==> config.mk <==
export PLATFORM = sky130hd
export DESIGN_NAME = rx_status_irq
export DESIGN_NICKNAME = d
export VERILOG_FILES = /design/src/rtl/rx_stat_pkg.sv /design/src/rtl/rx_overrun_det.sv /design/src/rtl/rx_err_flags.sv /design/src/rtl/rx_irq_gen.sv /design/src/rtl/rx_status_irq.sv
export SDC_FILE = /design/constraint.sdc
export NUM_CORES = 1
export LEC_CHECK = 0
export CAP_MARGIN = 40
export CORE_MARGIN = 3
export CORE_UTILIZATION = 37
export DETAILED_ROUTE_END_ITERATION = 6
export MAX_ROUTING_LAYER = met4
export PLACE_DENSITY = 0.82
export SETUP_SLACK_MARGIN = 0.4
export SYNTH_ARGS = -nofsm -noshare
export SYNTH_HDL_FRONTEND = slang
export SYNTH_SLANG_ARGS = --single-unit
==> constraint.sdc <==
create_clock -name clk -period 2.9 [get_ports clk]
set_input_delay 0.435 -clock clk [delete_from_list [all_inputs] [get_ports clk]]
set_output_delay 0.435 -clock clk [all_outputs]
set_load 0.01 [all_outputs]
==> src/rtl/rx_stat_pkg.sv <==
package rx_stat_pkg;
  typedef enum logic [1:0] {
    MODE_ASYNC   = 2'b00,
    MODE_SMASTER = 2'b01,
    MODE_SSLAVE  = 2'b10,
    MODE_RSVD    = 2'b11
  } rx_mode_e;

  localparam int NUM_ERR = 3;
  localparam int ERR_OVR = 0;
  localparam int ERR_PAR = 1;
  localparam int ERR_FRM = 2;

  localparam int NUM_FAC = 3;
  localparam int FAC_ERR = 0;
  localparam int FAC_RX  = 1;
  localparam int FAC_TX  = 2;

  localparam int PRIO_W = 2;
endpackage

==> src/rtl/rx_overrun_det.sv <==
module rx_overrun_det
  import rx_stat_pkg::*;
(
  input  logic     clk,
  input  logic     rst,
  input  logic     rx_en,
  input  rx_mode_e mode,
  input  logic     rx_done,
  input  logic     trig_wr,
  input  logic     buf_rd,
  output logic     ovr_evt
);
  logic armed_q;
  logic unread_q;
  logic async_miss;
  logic slave_miss;

  always_ff @(posedge clk) begin
    if (rst || !rx_en) begin
      armed_q  <= 1'b0;
      unread_q <= 1'b0;
    end else begin
      if (rx_done) armed_q <= 1'b0;
      else if (trig_wr) armed_q <= 1'b1;
      if (rx_done) unread_q <= 1'b1;
      else if (buf_rd) unread_q <= 1'b0;
    end
  end

  always_comb begin
    async_miss = (mode == MODE_ASYNC) && !armed_q && !trig_wr;
    slave_miss = (mode == MODE_SSLAVE) && unread_q && !buf_rd;
    ovr_evt    = rx_en && rx_done && (async_miss || slave_miss);
  end

  // an async character with no trigger seen since enable is an overrun
  p_async_first_r3: assert property (@(posedge clk) disable iff (rst)
    ($past(!rx_en) && rx_en && rx_done && mode == MODE_ASYNC && !trig_wr) |-> ovr_evt);
endmodule

==> src/rtl/rx_err_flags.sv <==
module rx_err_flags
  import rx_stat_pkg::*;
(
  input  logic               clk,
  input  logic               rst,
  input  logic               rx_en,
  input  rx_mode_e           mode,
  input  logic               rx_done,
  input  logic               stop_bit,
  input  logic               parity_err,
  input  logic               ovr_evt,
  input  logic [NUM_ERR-1:0] err_clr,
  output logic [NUM_ERR-1:0] err_q
);
  logic [NUM_ERR-1:0] err_set;
  logic               async_chr;

  always_comb begin
    async_chr        = rx_en && rx_done && (mode == MODE_ASYNC);
    err_set          = '0;
    err_set[ERR_OVR] = ovr_evt;
    err_set[ERR_PAR] = async_chr && parity_err;
    err_set[ERR_FRM] = async_chr && !stop_bit;
  end

  for (genvar i = 0; i < NUM_ERR; i++) begin : g_flag
    always_ff @(posedge clk) begin
      if (rst || !rx_en) err_q[i] <= 1'b0;
      else if (err_set[i]) err_q[i] <= 1'b1;
      else if (err_clr[i]) err_q[i] <= 1'b0;
    end
  end

  p_hold_off_r8: assert property (@(posedge clk) disable iff (rst)
    !rx_en |=> err_q == '0);
  p_frame_r6: assert property (@(posedge clk) disable iff (rst)
    (rx_en && rx_done && mode == MODE_ASYNC && !stop_bit) |=> err_q[ERR_FRM]);
  p_set_wins_r7: assert property (@(posedge clk) disable iff (rst)
    (rx_en && rx_done && mode == MODE_ASYNC && parity_err && err_clr[ERR_PAR]) |=> err_q[ERR_PAR]);
  p_master_quiet_r5: assert property (@(posedge clk) disable iff (rst)
    (mode == MODE_SMASTER || mode == MODE_RSVD) |=> !$rose(err_q[ERR_OVR]));
endmodule

==> src/rtl/rx_irq_gen.sv <==
module rx_irq_gen
  import rx_stat_pkg::*;
(
  input  logic              clk,
  input  logic              rst,
  input  logic [NUM_FAC-1:0] fac,
  input  logic [NUM_FAC-1:0] ie,
  input  logic [PRIO_W-1:0]  prio,
  output logic              irq_req,
  output logic [PRIO_W-1:0]  irq_level
);
  logic req_d;

  always_comb req_d = (|(fac & ie)) && (prio != '0);

  always_ff @(posedge clk) begin
    if (rst) begin
      irq_req   <= 1'b0;
      irq_level <= '0;
    end else begin
      irq_req   <= req_d;
      irq_level <= req_d ? prio : '0;
    end
  end

  p_prio_zero_r11: assert property (@(posedge clk) disable iff (rst)
    (prio == '0) |=> !irq_req);
  p_level_nz_r11: assert property (@(posedge clk) disable iff (rst)
    irq_req |-> irq_level != '0);
  p_masked_r11: assert property (@(posedge clk) disable iff (rst)
    ((fac & ie) == '0) |=> !irq_req);
endmodule

==> src/rtl/rx_status_irq.sv <==
module rx_status_irq
  import rx_stat_pkg::*;
#(
  parameter int DATA_W = 8
) (
  input  logic              clk,
  input  logic              rst,
  input  logic              rx_en,
  input  logic [1:0]        mode,
  input  logic              seven_bit,
  input  logic              rx_done,
  input  logic [DATA_W-1:0] rx_data,
  input  logic              stop_bit,
  input  logic              parity_err,
  input  logic              trig_wr,
  input  logic              buf_rd,
  input  logic              tx_done,
  input  logic [2:0]        err_clr,
  input  logic [1:0]        cmp_clr,
  input  logic              cfg_we,
  input  logic [2:0]        cfg_ie,
  input  logic [1:0]        cfg_prio,
  output logic [DATA_W-1:0] rx_buf,
  output logic [2:0]        err_flags,
  output logic              rx_cmp_flag,
  output logic              tx_cmp_flag,
  output logic [2:0]        ie_q,
  output logic [1:0]        prio_q,
  output logic              irq_req,
  output logic [1:0]        irq_level
);
  localparam int MSB = DATA_W - 1;

  rx_mode_e           mode_e;
  logic               ovr_evt;
  logic [DATA_W-1:0]  data_m;
  logic [NUM_FAC-1:0] fac;

  always_comb begin
    mode_e = rx_mode_e'(mode);
    data_m = rx_data;
    if (mode_e == MODE_ASYNC && seven_bit) data_m[MSB] = 1'b0;
  end

  always_ff @(posedge clk) begin
    if (rx_en && rx_done) rx_buf <= data_m;
  end

  always_ff @(posedge clk) begin
    if (rst) begin
      rx_cmp_flag <= 1'b0;
      tx_cmp_flag <= 1'b0;
      ie_q        <= '0;
      prio_q      <= '0;
    end else begin
      if (rx_en && rx_done) rx_cmp_flag <= 1'b1;
      else if (cmp_clr[0]) rx_cmp_flag <= 1'b0;
      if (tx_done) tx_cmp_flag <= 1'b1;
      else if (cmp_clr[1]) tx_cmp_flag <= 1'b0;
      if (cfg_we) begin
        ie_q   <= cfg_ie;
        prio_q <= cfg_prio;
      end
    end
  end

  rx_overrun_det u_ovr (
    .clk(clk), .rst(rst), .rx_en(rx_en), .mode(mode_e), .rx_done(rx_done),
    .trig_wr(trig_wr), .buf_rd(buf_rd), .ovr_evt(ovr_evt)
  );

  rx_err_flags u_err (
    .clk(clk), .rst(rst), .rx_en(rx_en), .mode(mode_e), .rx_done(rx_done),
    .stop_bit(stop_bit), .parity_err(parity_err), .ovr_evt(ovr_evt),
    .err_clr(err_clr), .err_q(err_flags)
  );

  always_comb begin
    fac          = '0;
    fac[FAC_ERR] = |err_flags;
    fac[FAC_RX]  = rx_cmp_flag;
    fac[FAC_TX]  = tx_cmp_flag;
  end

  rx_irq_gen u_irq (
    .clk(clk), .rst(rst), .fac(fac), .ie(ie_q), .prio(prio_q),
    .irq_req(irq_req), .irq_level(irq_level)
  );

  p_seven_r2: assert property (@(posedge clk) disable iff (rst)
    (rx_en && rx_done && mode_e == MODE_ASYNC && seven_bit) |=> !rx_buf[MSB]);
  p_rxcmp_r9: assert property (@(posedge clk) disable iff (rst)
    (rx_en && rx_done) |=> rx_cmp_flag);
endmodule

== After elaboration in Yosys (flattened, before gate mapping) ==
Cells that the tools add are included.
Operators by class
  $add $sub $neg: 0
  multiply operators: 0
  div/mod/pow operators: 0
  magnitude comparators: 0
  equality and inequality tests: 1
  shift operators: 0
  mux-type cells: 12
  bitwise gates (word level): 2
  reduce and logical (&&, ||, !) cells: 30
Operator list (number)
  $reduce_bool A2 Y1: 7
  $mux W1: 12
  $logic_and A1 B1 Y1: 11
  $reduce_or A3 Y1: 2
  $logic_not A1 Y1: 5
  $reduce_or A2 Y1: 2
  $and A3 B3 Y3: 1
  $eq A2 B2 Y1 const B: 1
  $logic_not A2 Y1: 1
  $logic_or A1 B1 Y1: 2
  $not A1 Y1: 1
Storage, ports and cells
  flip-flop bits (word level): 23
  latch bits: 0
  RAM bits: 0
  bits in read-only memories: 0
  input bits: 31
  output and inout port bits: 21
  word-level logic and storage cells: 58
  memories: 0

== Depth between registers and ports, before layout ==
  word-level depth: 6
  mapped depth: 3
  depth with buffers taken out: 3

== By module ==
Synthesis repeated with hierarchy kept, for this count alone.
Unflattened totals
  cells, all modules: 69
  area, all modules: 830.8 µm²
By module, submodules not included
  rx_status_irq: times used 1, cells each 36, area an instance 511.7 µm², seq. area each 380.4 µm²
  rx_err_flags: times used 1, cells each 13, area an instance 125.1 µm², seq. area each 60.1 µm²
  rx_overrun_det: times used 1, cells each 12, area an instance 100.1 µm², seq. area each 40.0 µm²
  rx_irq_gen: times used 1, cells each 8, area an instance 93.8 µm², seq. area each 60.1 µm²

== Worst setup path after synthesis ==
No wires, ideal clock.
  path type: reg-to-reg
  from: register u_err.err_q[2]
  to: register u_irq.irq_req
  arrival: 1.163 ns
  data required time: 2.765 ns
  path slack: 1.602 ns
  cell stages (with the launch flop): 4
  buffers on the path: 0
  cell sequence: dfxtp_1 -> or3_1 -> a222oi_1 -> nor3_1
On the way
  longest elaborated chain between the ends: 4
RTL lines
  start, declared: RTL line rx_err_flags.sv:13  | output logic [NUM_ERR-1:0] err_q
  start signal, assigned by index: RTL line rx_err_flags.sv:28  | if (rst || !rx_en) err_q[i] <= 1'b0;
  start signal, assigned by index: RTL line rx_err_flags.sv:29  | else if (err_set[i]) err_q[i] <= 1'b1;
  start signal, assigned by index: RTL line rx_err_flags.sv:30  | else if (err_clr[i]) err_q[i] <= 1'b0;
  $reduce_or A3 Y1: RTL line rx_status_irq.sv:80  | fac[FAC_ERR] = |err_flags;
  $and A3 B3 Y3: RTL line rx_irq_gen.sv:14  | always_comb req_d = (|(fac & ie)) && (prio != '0);
  $reduce_or A3 Y1: RTL line rx_irq_gen.sv:14
  $logic_and A1 B1 Y1: RTL line rx_irq_gen.sv:14
  end signal, assigned: RTL line rx_irq_gen.sv:21  | irq_req <= req_d;
  end, declared: RTL line rx_irq_gen.sv:9  | output logic irq_req,
No other way between the ends.
A chain may end at the register's enable or synchronous reset.

== Worst setup path after layout ==
  from: register prio_q[0]
  to: output port prio_q[0]
RTL lines
  start, declared: RTL line rx_status_irq.sv:28  | output logic [1:0] prio_q,
  start signal, assigned: RTL line rx_status_irq.sv:62  | prio_q <= cfg_prio;
No word-level cell between the ends.

==> results <==
- The run finished with clean final reports.
- The max capacitance violation total is 0.
- The share of synthesized area in the top cell type comes to 37.3%.
- The via count of the first global-routing pass is around 600.
- Setup repair after global routing left no endpoint under its margin.
- The biggest area contributor in the post-synthesis netlist is dfxtp_1.
- The count of filler cells inserted in the layout is 160.
- The clock transition at the registers of the reported paths is between 0.1 and 0.15 ns.
- In the final routed layout, each cell accounts on average for between 10 and 15 um.
- In this run the tightest slew margin relative to its limit is 64.5%.
- In the global route stage, overall resource usage came out at ~15%.
- The via count is approximately 680.
- The cell family contributing the most delay on the critical path is buffers and inverters.
- The maximum number of pins on one net before global-route repair is 14.
- The worst path meets setup with between 1 and 1.5 ns of slack.
- In this run, post-CTS repair resized a total of 0 instances.
- The setup slack after placement is 1.11 ns.
- TritonCTS created 3 clock buffers.
- The critical path goes through clkdlybuf4s50_1.
- The core region is around 2000 um2.
- The fraction of the yosys area taken by sequential cells is 67.2%.
- Summed over all cells, the static leakage comes to between 0.5 and 0.6 nW.
- The die covers around 2800 um2.
- The initial standard-cell utilization of the core is 40.2%.
- The source of the critical timing path is prio_q[0].
- The tree is rooted in a clkbuf_4.
- For the final routed database, the setup TNS stands at 0 ns.
- The violation count after the first detailed-route iteration is 11.
- The number of nets in the synthesized netlist is 100.
- The peak per-stage delay on the critical path is between 0.5 and 0.6 ns.
- The number of sinks handled by clock tree synthesis is 23.
- The number of setup violations in the final report is 0.
- The quantity of I/O buffers inserted on ports is 51.
- The worst-path maximum fanout is 4.
- The post-route clock period utilization is roughly three fifths.
- The clock tree from TritonCTS is done.
- Leaving out filler cells and counting taps, the final layout contains 149.
- The cell with the largest stage delay on the worst path is clkdlybuf4s50_1.
- The wire length reported by the detailed router is 1.90 mm.
- By area the synthesized netlist is led by dfxtp_1, edfxtp_1, nor2_1.
- Across the routed clock network, the largest skew measured is around 0.0011 ns.
- The number of top-level design ports is 52.
- The final-report max-slew violation count was 0.
- The synthesized netlist contains 20 unique library cells.
- The post-route minimum period is 1.70 ns.
- Once detailed placement completed, the half-perimeter wirelength came to roughly 1.5 mm.
- In this run the most critical hold path is launched from prio_q[1].
- The remaining design rule violation count is 0.
- In the synthesized netlist, the number of instances is between 60 and 70.
- The per-cell via count in the routed design is approximately 4.6.
- The worst register-to-register path begins at u_err.err_q[2].
- The signed area change from the synthesized netlist to the final layout is 70.1%.
- The startpoint kind of the worst setup timing path is a register.
- No sink is reached through more buffers than the 2 on the longest clock path.
- The category of the most critical setup path is reg2out.
- The horizontal extent of the die is about 53 um.
- The classification of the worst-slack hold path is reg2reg.
- The maximum vdd drop is slightly above 0.0003 V.
- The transition time at the pin with the least slew margin is 0.533 ns.
- The number of storage elements in the synthesis netlist is 23.
- The total overflow left after global routing is 0.
- The first detailed-routing pass took 4 iterations.
- The count of nets after finishing is about 150.
- The wire length of the first global-routing pass is roughly 2.8 mm.
- The synthesized netlist occupies a cell area of 805 um2.
- The number of endpoints with negative hold slack in the final report is 0.
- The count of inserted antenna diode cells is 0.
- The design draws roughly 0.6 mW.
- The initial antenna violation count came to 0.
- The final weighted congestion in routability-driven placement is 0.744.
- Counting tap cells, the placed design contains a total of roughly 150 instances.
- The number of buffers and inverters on the critical path is 1.
- In this run the core area contains 16 standard-cell rows.
- In this run the number of H-tree levels came out at 1.
- The arrival time reported for the critical path endpoint is roughly 1.3 ns.
- The category of the worst setup path capture point is an output port.
- For this design the ratio of total power to cell area is roughly 440 nW/um2.
- Buffers inserted to repair hold after CTS numbered 0.
- The remaining antenna violation count after routing is 0.
- Buffers added to address setup during post-CTS repair amount to 0.
- The clock latency on the worst-skew pair is 0.30 ns.
- A synthesized cell averages 11.7 um2.
- The die is 52.6 um tall.
- The post-route netlist has under 10% of its cells at a drive strength greater than 1.
- The required time at the worst-slack endpoint is approximately 2.5 ns.
- Yosys printed 0 warnings.
- The highest achievable clock rate is around 590 MHz.
-- final cells by class --
class	instances	area, um2	area share (%)
inverters	4	15.0	1.10
well taps	27	33.8	2.47
clock inverters	1	5.00	0.366
flip-flops and latches	23	541	39.5
clock buffers	3	22.5	1.65
multi-input cells	40	241	17.6
repair buffers	51	510	37.3
-- flip-flops by register name, indices dropped and copies added, names as in the netlist, 2 cells and up --
| signal | flops |
|---|---|
| u_irq.irq_level | 2 |
| u_err.err_q | 3 |
| prio_q | 2 |
| rx_buf | 8 |
| ie_q | 3 |
-- path summary, 6_finish.rpt --
kind                              to  slack, ns  cells past startpoint
setup reg to reg  u_irq.irq_level[0]       1.43                      3
setup / recovery           prio_q[0]       1.20                      1
hold reg to reg   u_irq.irq_level[1]       0.52                      1
hold / removal    u_irq.irq_level[1]       0.52                      1
-- synthesized netlist by cell type --
master     n
a21boi_0   1
a21oi_1    4
a222oi_1   1
and2_1     1
clkbuf_1   2
dfxtp_1   15
edfxtp_1   8
inv_1      4
mux2i_1    5
nand2b_1   1
nand3b_1   1
nand4_1    1
nor2_1    15
nor2b_1    2
nor2b_2    1
nor3_1     2
nor3b_1    2
nor4bb_1   1
o311ai_1   1
or3_1      1
-- metal layers --
metal	vias up	wire [um]	track usage, %
met1	297	838	18.2
li1	343	-	-
met5	-	0	-
met3	4	174	2.85
met4	0	44	7.66
met2	34	846	22.1
-- through the flow --
| stage | hold slack, ns | area [um2] | utilization, % |
|---|---|---|---|
| final | 0.518 | 1370 | 68.4 |
| after floorplan | 0.475 | 805 | - |
| after global routing | 0.532 | 1370 | 68.4 |
| after CTS | 0.524 | 1370 | 68.4 |
| after detailed placement | 0.508 | 1340 | 67.0 |
| after global placement | 0.490 | 1340 | 67.0 |
-- logic make-up (layout without fill, tap and decap cells) --
group,Yosys count,count (layout),synth area share (%)
flops,23,23,67.2
buf+inv,6,59,2.80
compound gates,7,7,5.75
simple gates,28,28,18.0
mux,5,5,6.22
-- power by group --
part	switching [mW]	internal, mW
Sequential	0.00721	0.349
Combinational	0.0336	0.0671
Clock	0.0907	0.0515
-- cell usage in the layout (no fill, tap or decap) --
cell             netlist  final
clkdlybuf4s50_1        0     51
nor2_1                15     15
dfxtp_1               15     15
edfxtp_1               8      8
mux2i_1                5      5
inv_1                  4      4
a21oi_1                4      4
clkbuf_4               0      3
nor2b_1                2      2
nor3_1                 2      2
nor3b_1                2      2
and2_1                 1      1
a21boi_0               1      1
nand2b_1               1      1
nor4bb_1               1      1
nand3b_1               1      1
nand4_1                1      1
o311ai_1               1      1
or3_1                  1      1
a222oi_1               1      1
nor2b_2                1      1
clkinv_2               0      1
Power figures use the tool's default switching activity.
